--- src/rtl/updown_counter4.sv ---
module updown_counter4 #(
  parameter int WIDTH       = 4,
  parameter int SYNC_STAGES = 2
) (
  input  logic             clk,
  input  logic             rst_n,
  input  logic             clear,
  input  logic             load_n,
  input  logic [WIDTH-1:0] preset,
  input  logic             up_clk,
  input  logic             down_clk,
  output logic [WIDTH-1:0] value,
  output logic             carry_n,
  output logic             borrow_n
);

  localparam logic [WIDTH-1:0] TOP  = '1;
  localparam logic [WIDTH-1:0] ZERO = '0;
  localparam logic [WIDTH-1:0] ONE  = {{(WIDTH-1){1'b0}}, 1'b1};

  logic [SYNC_STAGES-1:0] up_sync, dn_sync;
  logic                   up_prev, dn_prev;
  logic                   up_lvl, dn_lvl, up_rise, dn_rise;

  always_ff @(posedge clk or negedge rst_n)
    if (!rst_n) begin
      up_sync <= '1;
      dn_sync <= '1;
      up_prev <= 1'b1;
      dn_prev <= 1'b1;
    end else begin
      up_sync <= {up_sync[SYNC_STAGES-2:0], up_clk};
      dn_sync <= {dn_sync[SYNC_STAGES-2:0], down_clk};
      up_prev <= up_lvl;
      dn_prev <= dn_lvl;
    end

  assign up_lvl  = up_sync[SYNC_STAGES-1];
  assign dn_lvl  = dn_sync[SYNC_STAGES-1];
  assign up_rise = up_lvl & ~up_prev;
  assign dn_rise = dn_lvl & ~dn_prev;

  always_ff @(posedge clk or negedge rst_n)
    if (!rst_n)                  value <= ZERO;
    else if (clear)              value <= ZERO;
    else if (!load_n)            value <= preset;
    else if (up_rise && !dn_rise) value <= value + ONE;
    else if (dn_rise && !up_rise) value <= value - ONE;

  assign carry_n  = !((value == TOP)  && !up_lvl);
  assign borrow_n = !((value == ZERO) && !dn_lvl);

  a_r6_clear_wins: assert property (@(posedge clk) disable iff (!rst_n)
    clear |=> value == ZERO);

  a_r5_load_copies: assert property (@(posedge clk) disable iff (!rst_n)
    !clear && !load_n |=> value == $past(preset));

  a_r2_up_step: assert property (@(posedge clk) disable iff (!rst_n)
    !clear && load_n && up_rise && !dn_rise |=> value == $past(value) + ONE);

  a_r3_down_step: assert property (@(posedge clk) disable iff (!rst_n)
    !clear && load_n && dn_rise && !up_rise |=> value == $past(value) - ONE);

  a_r9_tie_holds: assert property (@(posedge clk) disable iff (!rst_n)
    !clear && load_n && up_rise && dn_rise |=> $stable(value));

  a_r7_carry_only_at_top: assert property (@(posedge clk) disable iff (!rst_n)
    !carry_n |-> borrow_n || (TOP == ZERO));

endmodule

--- config.mk ---
export PLATFORM = sky130hd
export DESIGN_NAME = updown_counter4
export DESIGN_NICKNAME = d
export VERILOG_FILES = /design/src/rtl/updown_counter4.sv
export SDC_FILE = /design/constraint.sdc
export NUM_CORES = 1
export LEC_CHECK = 0
export BUFFER_PORTS_ARGS = -buffer_cell sky130_fd_sc_hd__buf_4
export CAP_MARGIN = 20
export CORE_UTILIZATION = 40
export CTS_BUF_LIST = sky130_fd_sc_hd__clkbuf_4
export CTS_CLUSTER_SIZE = 20
export DETAILED_ROUTE_END_ITERATION = 8
export GPL_TIMING_DRIVEN = 0
export PLACE_DENSITY_LB_ADDON = 0.08
export SLEW_MARGIN = 20
export SYNTH_ARGS = -nofsm -noshare
export SYNTH_HDL_FRONTEND = slang
export SYNTH_SLANG_ARGS = --single-unit
--- constraint.sdc ---
create_clock -name clk -period 6 [get_ports clk]
set_clock_uncertainty 0.1 [all_clocks]
set_input_delay 0.3 -clock clk [delete_from_list [all_inputs] [get_ports clk]]
set_output_delay 0.3 -clock clk [all_outputs]
set_load 0.005 [all_outputs]
==> out/metrics.csv, run 1 <==
stage,metric,value,unit
status,run_status,finished clean,
setup_path,crit_cells,8,
die,num_rows,12,
pwr,p_switching,0.0000433,W
clock_network,cts_tree,done,
sta,slew_headroom,83.3,%
sta,rsz0062_at_grt,no,
sta,clock.fmax,0.441,GHz
global_route,grt_max_degree,11,
synthesis,synth_top_cells_by_count,"dfstp_2, nor2_1, dfrtp_1",
synthesis,synth.net_count,59,
setup_path,path_buf_inv,1,
pwr,peakVddDrop,0.152,mV
cells_and_area,area_growth,30.6,%
setup_path,path_delay_family,flip-flops,
cells_and_area,final_core_util,58.7,%
clock_network,clock_latency,0.26,ns
setup_path,slowest_delay,0.54,ns
synthesis,synth_area_per_cell,11.5,um2
clock_network,cts-resized-gates,0,
sta,fin_crit_sh,37.8,%
sta,finalSetupViolations,0,
clock_network,path_clk_slew,0.06,ns
setup_path,critical_path_class,flip-flop to flip-flop,
synthesis,synth_top_area_share,30.4,%
die,top_level_ports,16,
sta,setup_tns,0,ns
synthesis,ys.flop_type,dfstp_2,
setup_path,setup.worst_path.end_class,flip-flop,
synthesis,synth_edf_count,0,
global_route,grt.total_usage,15.7,%
setup_path,cpMaxStageDelayCell,dfstp_2,
drt,dr.first_iter.drc_count,7,
pwr,power.share.combinational,22.3,%
clock_network,htreeDepth,1,
drt,wl_per_cell,11.7,um
pwr,clkPwrFrac,28.4,%
setup_path,cp_common_cell,ha_1,
pwr,internal-power,0.000118,W
drt,firstDrtPassIters,4,
min_path,holdPathStages,1,
pwr,cellPowerDensity,237,nW/um2
drt,ant_nets,0,
synthesis,yosysSeqAreaShare,49.6,%
setup_path,reg2reg_depth,8,
synthesis,synth_area_leader_cell,dfstp_2,
drt,drc,0,
clock_network,cts_buffer_depth,2,
clock_network,cts_root_buffer,clkbuf_4,
synthesis,synthDistinctLibCells,24,
pwr,power.share.sequential,49.3,%
setup_path,crit_required,6.04,ns
run,max-cap-violations,0,
drt,viasPerCell,4.95,
global_route,overflow,0,
synthesis,syn_area,519,um2
min_path,hp-class,input port to flip-flop,
placed_design,post-dp-hpwl,722,um
cells_and_area,layout.nets,79,
clock_network,cts_sinks,10,
synthesis,synthCells,45,
die,die_w,38.0,um
drt,vias,386,
cells_and_area,diodes,0,
synthesis,yosys_warnings,0,
die,core-area,1160,um2
pwr,p_leak,0.309,nW
die,start_util,44.9,%
sta,report.final.slew_viol_count,0,
setup_path,cp_cell_sequence,"nor2b_1, ha_1, inv_1, ha_1, a21oi_1, and3_1, o211ai_1, nor3b_2",
cells_and_area,fillers,108,
synthesis,ys_async_sr_fraction,100,%
drt,drt_wl_total,915,um
placed_design,routabilityCongestion,0.619,
setup_path,critPathMaxFanout,4,
pwr,p_sw_share,26.9,%
sta,hold_viol,0,
synthesis,synth.area.top_cells,"dfstp_2, dfrtp_1, ha_1",
sta,post-route-min-period,2.27,ns
setup_path,start_kind,flip-flop,
die,dieArea,1450,um2
setup_path,worstPathArrival,2.31,ns
die,die_y,38.0,um
global_route,grt_pass1_vias,342,
placed_design,io_buffers,14,
cells_and_area,drive_gt1_share,43.8,%
synthesis,synth-seq-cells,10,
clock_network,cts_inserted_buffers,3,
global_route,antenna_found_initial,0,
sta,worst_slew_pin_slew,0.251,ns
global_route,grt_pass1_wl,1.52,mm
[state kept, by name, summed over array words and instances, names as in the netlist]
| register | count |
|---|---|
| value | 4 |
| dn_prev | 1 |
| up_sync | 2 |
| up_prev | 1 |
| dn_sync | 2 |
[metal layers]
layer  track usage, %  wire length (um)
met1             24.8               458
met2             20.8               402
met3             3.49                54
met4             5.36                 0
met5                0                 0
[logic make-up after synthesis]
logic type                 after synthesis  share of synthesized area [%]
muxes                                    3                           5.78
adders and majority gates                4                           11.1
and+or+nand+nor                         17                           18.3
xor gates and xnor gates                 2                           3.37
DFF                                     10                           49.6
buffers and inverters                    3                           3.13
AOI/OAI and AO/OA                        6                           8.67
[cell type report]
type,count,area [um2],area share (%)
inverters,1,3.75,0.554
flip-flops and latches,10,258,38.0
clock buffers,3,22.5,3.32
well taps,14,17.5,2.58
repair buffers,15,115,17.0
clock inverters,1,3.75,0.554
multi-input cells,32,245,36.2
plain buffers,2,12.5,1.85
[cell usage in the layout, fill, tap and decap left out, drive strengths merged, types with 2 or more instances in the layout]
cell type,netlist,layout
a211oi,2,2
buf,2,16
clkbuf,0,3
dfrtp,4,4
dfstp,6,6
ha,3,3
mux2i,3,3
nand2,3,3
nand3,2,2
nor2,6,6
xnor2,2,2
[stage by stage]
step	power, W	cell area [um2]	setup slack, ns	hold slack, ns	std cells
6_report	0.000161	678	3.73	0.0431	78
5_1_grt	0.000171	678	3.59	0.0334	78
4_1_cts	0.000163	678	3.70	0.0354	78
3_5_place_dp	0.000116	642	3.72	0.0335	73
3_3_place_gp	0.000115	642	3.76	0.0284	73
2_1_floorplan	0.000101	519	3.94	-0.0956	45
[path summary, 6_finish.rpt]
kind                            startpoint  slack (ns)          to
max in group asynchronous            rst_n        5.27  dn_sync[0]
worst max-delay path            up_sync[1]        3.73    value[3]
worst max register to register  up_sync[1]        3.73    value[3]
min in group asynchronous            rst_n        0.32    value[3]
worst min-delay path                up_clk        0.04  up_sync[0]
worst min register to register  dn_sync[0]        0.26  dn_sync[1]
[power groups by stage]
stage | logic [W] | clock network [W] | registers, W
floorplan | 0.0000213 | 0 | 0.0000795
global placement | 0.0000351 | 0 | 0.0000804
detailed placement | 0.0000358 | 0 | 0.0000806
CTS | 0.0000364 | 0.0000476 | 0.0000795
global route | 0.0000407 | 0.0000506 | 0.0000802
finish | 0.0000360 | 0.0000457 | 0.0000793
[worst register-to-register path, stage by stage, from the launching register on]
cell and delay [ns]:
dfstp_2 0.54, nor2b_1 0.13, ha_1 0.19, inv_1 0.11, ha_1 0.35, a21oi_1 0.24
and3_1 0.24, o211ai_1 0.09, nor3b_2 0.17
[what timing repair did]
item / CTS / global route
buffers inserted: 0 / 0
hold endpoints to repair: 10 / 0
hold buffers: 1 / 0
endpoints found under the setup margin: 0 / 0
No activity file was read; power rests on OpenSTA's default activity.
==> run 2: changes to the inputs <==
==> constraint.sdc (replaced) <==
create_clock -name clk -period 1.9 [get_ports clk]
set_clock_uncertainty 0.1 [all_clocks]
set_input_delay 0.095 -clock clk [delete_from_list [all_inputs] [get_ports clk]]
set_output_delay 0.095 -clock clk [all_outputs]
set_load 0.005 [all_outputs]
==> run 2 against run 1 <==
The flow now finishes with violations (negative setup slack). Largest cell class is now multi-input combinational cells. Clock power rose to 3.2 times the previous value. Worst setup slack worse by 3.9 ns. Non-clock buffer count up 11. Critical endpoint unchanged. Maximum frequency up 8.1%. Sequential power rose to 3.2 times the previous value. Die area unchanged. Cell count up 14%. Final area up 29%. Critical path type unchanged. Flip-flop and latch count unchanged.
==> out/metrics.csv, run 2 (same netlist as run 1, synthesis figures left out) <==
stage,metric,value,unit
global_route,grt.total_usage,20.6,%
clock_network,cts_buffer_depth,2,
placed_design,io_buffers,14,
cells_and_area,layout.nets,90,
cells_and_area,drive_gt1_share,56.0,%
setup_path,setup.worst_path.end_class,flip-flop,
die,start_util,44.9,%
setup_path,worstPathArrival,2.14,ns
cells_and_area,final_common_cell,buf_4,
sta,fin_ws,-0.199,ns
sta,slew_headroom,79.0,%
cells_and_area,diodes,0,
setup_path,critical_path_class,flip-flop to flip-flop,
clock_network,cts_inserted_buffers,3,
sta,hold_ws,0.0201,ns
drt,ant_nets,0,
drt,wl_met3,53,um
pwr,internal-power,0.000414,W
pwr,power.share.combinational,30.6,%
sta,finalSetupViolations,3,
pwr,power.share.sequential,44.1,%
setup_path,crit_path_end,value[3],
sta,post-route-min-period,2.10,ns
cells_and_area,area_growth,68.2,%
global_route,overflow,0,
drt,firstDrtPassIters,3,
setup_path,crit_start,up_sync[1],
status,run_status,"complete, but fails checks",
placed_design,post-dp-hpwl,724,um
setup_path,critPathMaxFanout,3,
pwr,p_switching,0.000166,W
clock_network,path_clk_slew,0.06,ns
sta,fin_crit_sh,110,%
cells_and_area,seq_area,258,um2
drt,highest_layer,met4,
drt,wl_per_cell,13.2,um
die,top_level_ports,16,
drt,dr.first_iter.drc_count,2,
pwr,cellPowerDensity,664,nW/um2
sta,rsz0062_at_grt,yes,
setup_path,crit_required,1.94,ns
cells_and_area,reg_top3,"value (4), dn_sync (2), up_sync (2)",
global_route,grt_max_degree,11,
global_route,grt_pass1_wl,1.90,mm
die,die_y,38.0,um
setup_path,start_kind,flip-flop,
clock_network,htreeDepth,1,
cells_and_area,top_register,value,
setup_path,rr_endpoint,value[3],
min_path,hp-class,input port to flip-flop,
drt,viasPerCell,4.98,
setup_path,r2r_start,up_sync[1],
sta,worst_slew_pin_slew,0.316,ns
drt,wl_met1,500,um
pwr,p_leak,0.372,nW
sta,setup_tns,-0.384,ns
die,num_rows,12,
global_route,antenna_found_initial,0,
global_route,grt_pass1_vias,431,
cells_and_area,fillers,84,
pwr,p_sw_share,28.6,%
die,die_w,38.0,um
drt,drc,0,
cells_and_area,largest_reg_flops,4,
cells_and_area,multi_input_area,338,um2
setup_path,reg2reg_depth,8,
die,core-area,1160,um2
setup_path,r2r_slack,-0.20,ns
sta,clock.fmax,0.476,GHz
status,violations,negative setup slack,
drt,drt_wl_total,1.17,mm
pwr,clkPwrFrac,25.3,%
drt,vias,443,
cells_and_area,mostFrequentLayoutCells,"buf_4, dlygate4sd3_1, nor2_1, dfstp_2, dfrtp_1",
drt,wl_met2,595,um
sta,report.final.slew_viol_count,0,
clock_network,cts_sinks,10,
run,max-cap-violations,0,
clock_network,cts_root_buffer,clkbuf_4,
clock_network,clock_latency,0.26,ns
pwr,peakVddDrop,0.581,mV
sta,hold_viol,0,
die,dieArea,1450,um2
placed_design,routabilityCongestion,0.668,
clock_network,cts_tree,done,
==> run 2: how the worst min path moves through the flow <==
stage	startpoint	to	slack, ns	depth (start not counted)
6_report	load_n	value[1]	0.02	2
3_3_place_gp	rst_n	value[3]	-0.18	1
4_1_cts	load_n	value[1]	0.01	2
3_5_place_dp	rst_n	value[3]	-0.18	1
5_1_grt	load_n	value[1]	0.03	2
2_1_floorplan	rst_n	value[0]	-0.30	0
==> run 2: cell type report <==
type / instances / share of cell area (%)
timing repair buffer: 26 / 24.4
buffer: 2 / 1.43
tap: 14 / 2.01
inverter: 1 / 1.00
multi-input combinational: 32 / 38.7
clock inverter: 1 / 0.430
clock buffer: 3 / 2.58
sequential: 10 / 29.5
==> run 2: metal layers <==
layer | track usage, % | up-vias
li1 | - | 216
met1 | 26.0 | 208
met4 | 13.4 | 0
met3 | 3.49 | 2
met2 | 32.2 | 17
met5 | 0 | -
==> run 2: power by group through the flow <==
| stage | logic [W] | registers [W] | clock network, W |
|---|---|---|---|
| 2_1_floorplan | 0.0000770 | 0.000252 | 0 |
| 3_3_place_gp | 0.000121 | 0.000255 | 0 |
| 3_5_place_dp | 0.000122 | 0.000256 | 0 |
| 4_1_cts | 0.000174 | 0.000256 | 0.000154 |
| 5_1_grt | 0.000192 | 0.000259 | 0.000167 |
| 6_report | 0.000178 | 0.000256 | 0.000147 |
==> run 2: worst max-delay path, cell delays in order (launching register included) <==
cell and delay, ns:
dfstp_2 0.53, nor2b_4 0.15, ha_4 0.16, inv_6 0.04
ha_4 0.29, nand3_4 0.08, a211oi_4 0.33, o211ai_1 0.12
nor3b_2 0.17
==> run 2: timing repair <==
item | CTS | global route
setup endpoints to repair | 3 | 3
setup buffers | 3 | 2
endpoints found under the hold margin | 15 | 0
hold buffers | 7 | 0
pin swaps | 8 | 4
cloned | 0 | 0
gates resized for setup | 12 | 0
==> run 2: stage by stage <==
step                      worst slack, ns  cells  power, W  instance area [um2]  util [%]
final                              -0.199     89  0.000580                  873      75.5
after global routing               -0.264     89  0.000618                  873      75.5
after CTS                          -0.206     87  0.000584                  858      74.2
after detailed placement           -0.201     73  0.000378                  666      57.6
after global placement             -0.187     73  0.000376                  666      57.6
after floorplan                   -0.0744     45  0.000329                  543         -
==> run 3: changes to the inputs <==
--- a/config.mk
+++ b/config.mk
@@ -13,6 +13,7 @@
 export DETAILED_ROUTE_END_ITERATION = 8
 export GPL_TIMING_DRIVEN = 0
 export PLACE_DENSITY_LB_ADDON = 0.08
+export SKIP_CTS_REPAIR_TIMING = 1
 export SLEW_MARGIN = 20
 export SYNTH_ARGS = -nofsm -noshare
 export SYNTH_HDL_FRONTEND = slang
==> constraint.sdc (replaced) <==
create_clock -name clk -period 1.9 [get_ports clk]
set_clock_uncertainty 0.1 [all_clocks]
set_input_delay 0.38 -clock clk [delete_from_list [all_inputs] [get_ports clk]]
set_output_delay 0.38 -clock clk [all_outputs]
set_load 0.005 [all_outputs]
==> run 3 against run 2 <==
The run still ends with negative setup slack left. Worst setup slack worse by 0.048 ns. Clock power about the same. Flip-flop and latch count unchanged. Core utilization is 7.8 points lower. Largest power group unchanged.
==> out/metrics.csv, run 3 (same netlist as run 1, synthesis figures left out) <==
stage,metric,value,unit
sta,fin_ws,-0.248,ns
clock_network,htreeDepth,1,
setup_path,path_buf_inv,1,
setup_path,cpMaxStageDelayCell,dfstp_2,
placed_design,post-dp-hpwl,724,um
sta,hold_viol,0,
placed_design,post_dp_cell_area,666,um2
clock_network,cts_root_buffer,clkbuf_4,
drt,wl_per_cell,13.0,um
pwr,power,0.000561,W
drt,drc,0,
drt,vias,392,
drt,firstDrtPassIters,4,
placed_design,dp.cells,73,
sta,clock.fmax,0.466,GHz
placed_design,routabilityCongestion,0.668,
setup_path,reg2reg_depth,8,
setup_path,crit_start,up_sync[1],
cells_and_area,final_common_cell,buf_4,
die,die_w,38.0,um
die,core-area,1160,um2
cells_and_area,diodes,0,
sta,slew_headroom,79.1,%
setup_path,crit_path_end,value[3],
pwr,power.share.sequential,45.7,%
cells_and_area,largest_reg_flops,4,
clock_network,cts_inserted_buffers,3,
clock_network,path_clk_slew,0.06,ns
global_route,busiest_layer,met2,
setup_path,r2r_start,up_sync[1],
drt,viasPerCell,4.96,
global_route,antenna_found_initial,0,
setup_path,crit_cells,8,
die,die_y,38.0,um
sta,worst_slew_pin_slew,0.314,ns
cells_and_area,reg_top3,"value (4), dn_sync (2), up_sync (2)",
setup_path,rr_endpoint,value[3],
clock_network,cts_tree,done,
setup_path,setup.worst_path.end_class,flip-flop,
cells_and_area,area_growth,50.8,%
cells_and_area,mostFrequentLayoutCells,"buf_4, nor2_1, dfstp_2, dfrtp_1",
setup_path,r2r_slack,-0.25,ns
setup_path,worstPathArrival,2.19,ns
setup_path,path_delay_family,flip-flops,
clock_network,clock_latency,0.26,ns
status,violations,negative setup slack,
global_route,met1_usage,22.0,%
cells_and_area,final_cells,79,
clock_network,cts_sinks,10,
pwr,p_leak,0.328,nW
cells_and_area,final_area,783,um2
cells_and_area,drive_gt1_share,58.5,%
cells_and_area,top_register,value,
sta,finalSetupViolations,3,
cells_and_area,layout.nets,80,
pwr,internal-power,0.000398,W
run,max-cap-violations,0,
cells_and_area,fillers,89,
setup_path,critical_path_class,flip-flop to flip-flop,
drt,ant_nets,0,
drt,dr.first_iter.drc_count,2,
drt,drt_wl_total,1.02,mm
setup_path,slowest_delay,0.55,ns
setup_path,critPathMaxFanout,4,
sta,post-route-min-period,2.15,ns
cells_and_area,final_core_util,67.7,%
pwr,clkPwrFrac,26.4,%
global_route,grt_max_degree,11,
setup_path,crit_required,1.94,ns
global_route,grt_util_met2,28.0,%
die,num_rows,12,
pwr,power.share.combinational,27.9,%
status,run_status,"complete, but fails checks",
global_route,grtUsageMet3,1.74,%
die,top_level_ports,16,
die,start_util,44.9,%
die,dieArea,1450,um2
placed_design,io_buffers,14,
setup_path,start_kind,flip-flop,
setup_path,cp_cell_sequence,"nor2b_4, ha_4, inv_6, ha_4, a21oi_4, a211oi_4, o211ai_1, nor3b_2",
global_route,grt_pass1_vias,368,
pwr,peakVddDrop,0.587,mV
pwr,cellPowerDensity,716,nW/um2
clock_network,cts_buffer_depth,2,
setup_path,cp_common_cell,ha_4,
sta,report.final.slew_viol_count,0,
sta,fin_crit_sh,113,%
pwr,p_sw_share,29.0,%
sta,rsz0062_at_grt,yes,
global_route,grt.total_usage,17.6,%
global_route,overflow,0,
pwr,p_switching,0.000163,W
min_path,hp-class,input port to flip-flop,
global_route,grt_pass1_wl,1.64,mm
-- run 3: final cells by class --
class | count | area, um2 | area share [%]
clock inverter | 1 | 3.75 | 0.479
sequential | 10 | 258 | 32.9
clock buffer | 3 | 22.5 | 2.88
multi-input combinational | 32 | 338 | 43.1
inverter | 1 | 8.76 | 1.12
timing repair buffer | 16 | 123 | 15.7
tap | 14 | 17.5 | 2.24
buffer | 2 | 12.5 | 1.60
-- run 3: worst min-delay path by stage --
| stage | start | to | slack, ns | depth (start not counted) |
|---|---|---|---|---|
| 6_report | down_clk | dn_sync[0] | 0.12 | 1 |
| 5_1_grt | down_clk | dn_sync[0] | 0.1 | 1 |
| 4_1_cts | rst_n | value[3] | -0.18 | 1 |
| 3_5_place_dp | rst_n | value[3] | 0.11 | 1 |
| 3_3_place_gp | rst_n | value[3] | 0.11 | 1 |
| 2_1_floorplan | rst_n | value[0] | -0.02 | 0 |
-- run 3: per-stage QoR --
stage / TNS [ns] / setup WS [ns] / hold WS (ns)
after floorplan: -0.0744 / -0.0744 / -0.0156
after global placement: -0.243 / -0.187 / 0.108
after detailed placement: -0.279 / -0.201 / 0.108
after CTS: -0.383 / -0.264 / -0.182
after global routing: -0.735 / -0.317 / 0.0964
final: -0.474 / -0.248 / 0.120
-- run 3: worst register-to-register path, delay by kind of cell (launching register included) --
kind / cells / cell delay, ns
buf+inv: 1 / 0.05
fa+ha+maj: 2 / 0.47
simple gates: 2 / 0.33
flops: 1 / 0.55
compound gates: 3 / 0.53
-- run 3: power by group through the flow --
stage                     Combinational, W  Sequential (W)  Clock [W]
after global routing              0.000171        0.000259   0.000167
after CTS                         0.000124        0.000253   0.000154
after global placement            0.000121        0.000255          0
final                             0.000156        0.000256   0.000148
after detailed placement          0.000122        0.000256          0
after floorplan                  0.0000770        0.000252          0
-- run 3: per-layer routing --
layer,share of wire (%),wire length [um],up-vias
met5,0,0,-
met4,2.1,21,0
met3,5.0,51,2
met2,48,487,19
met1,45,464,174
li1,-,-,197
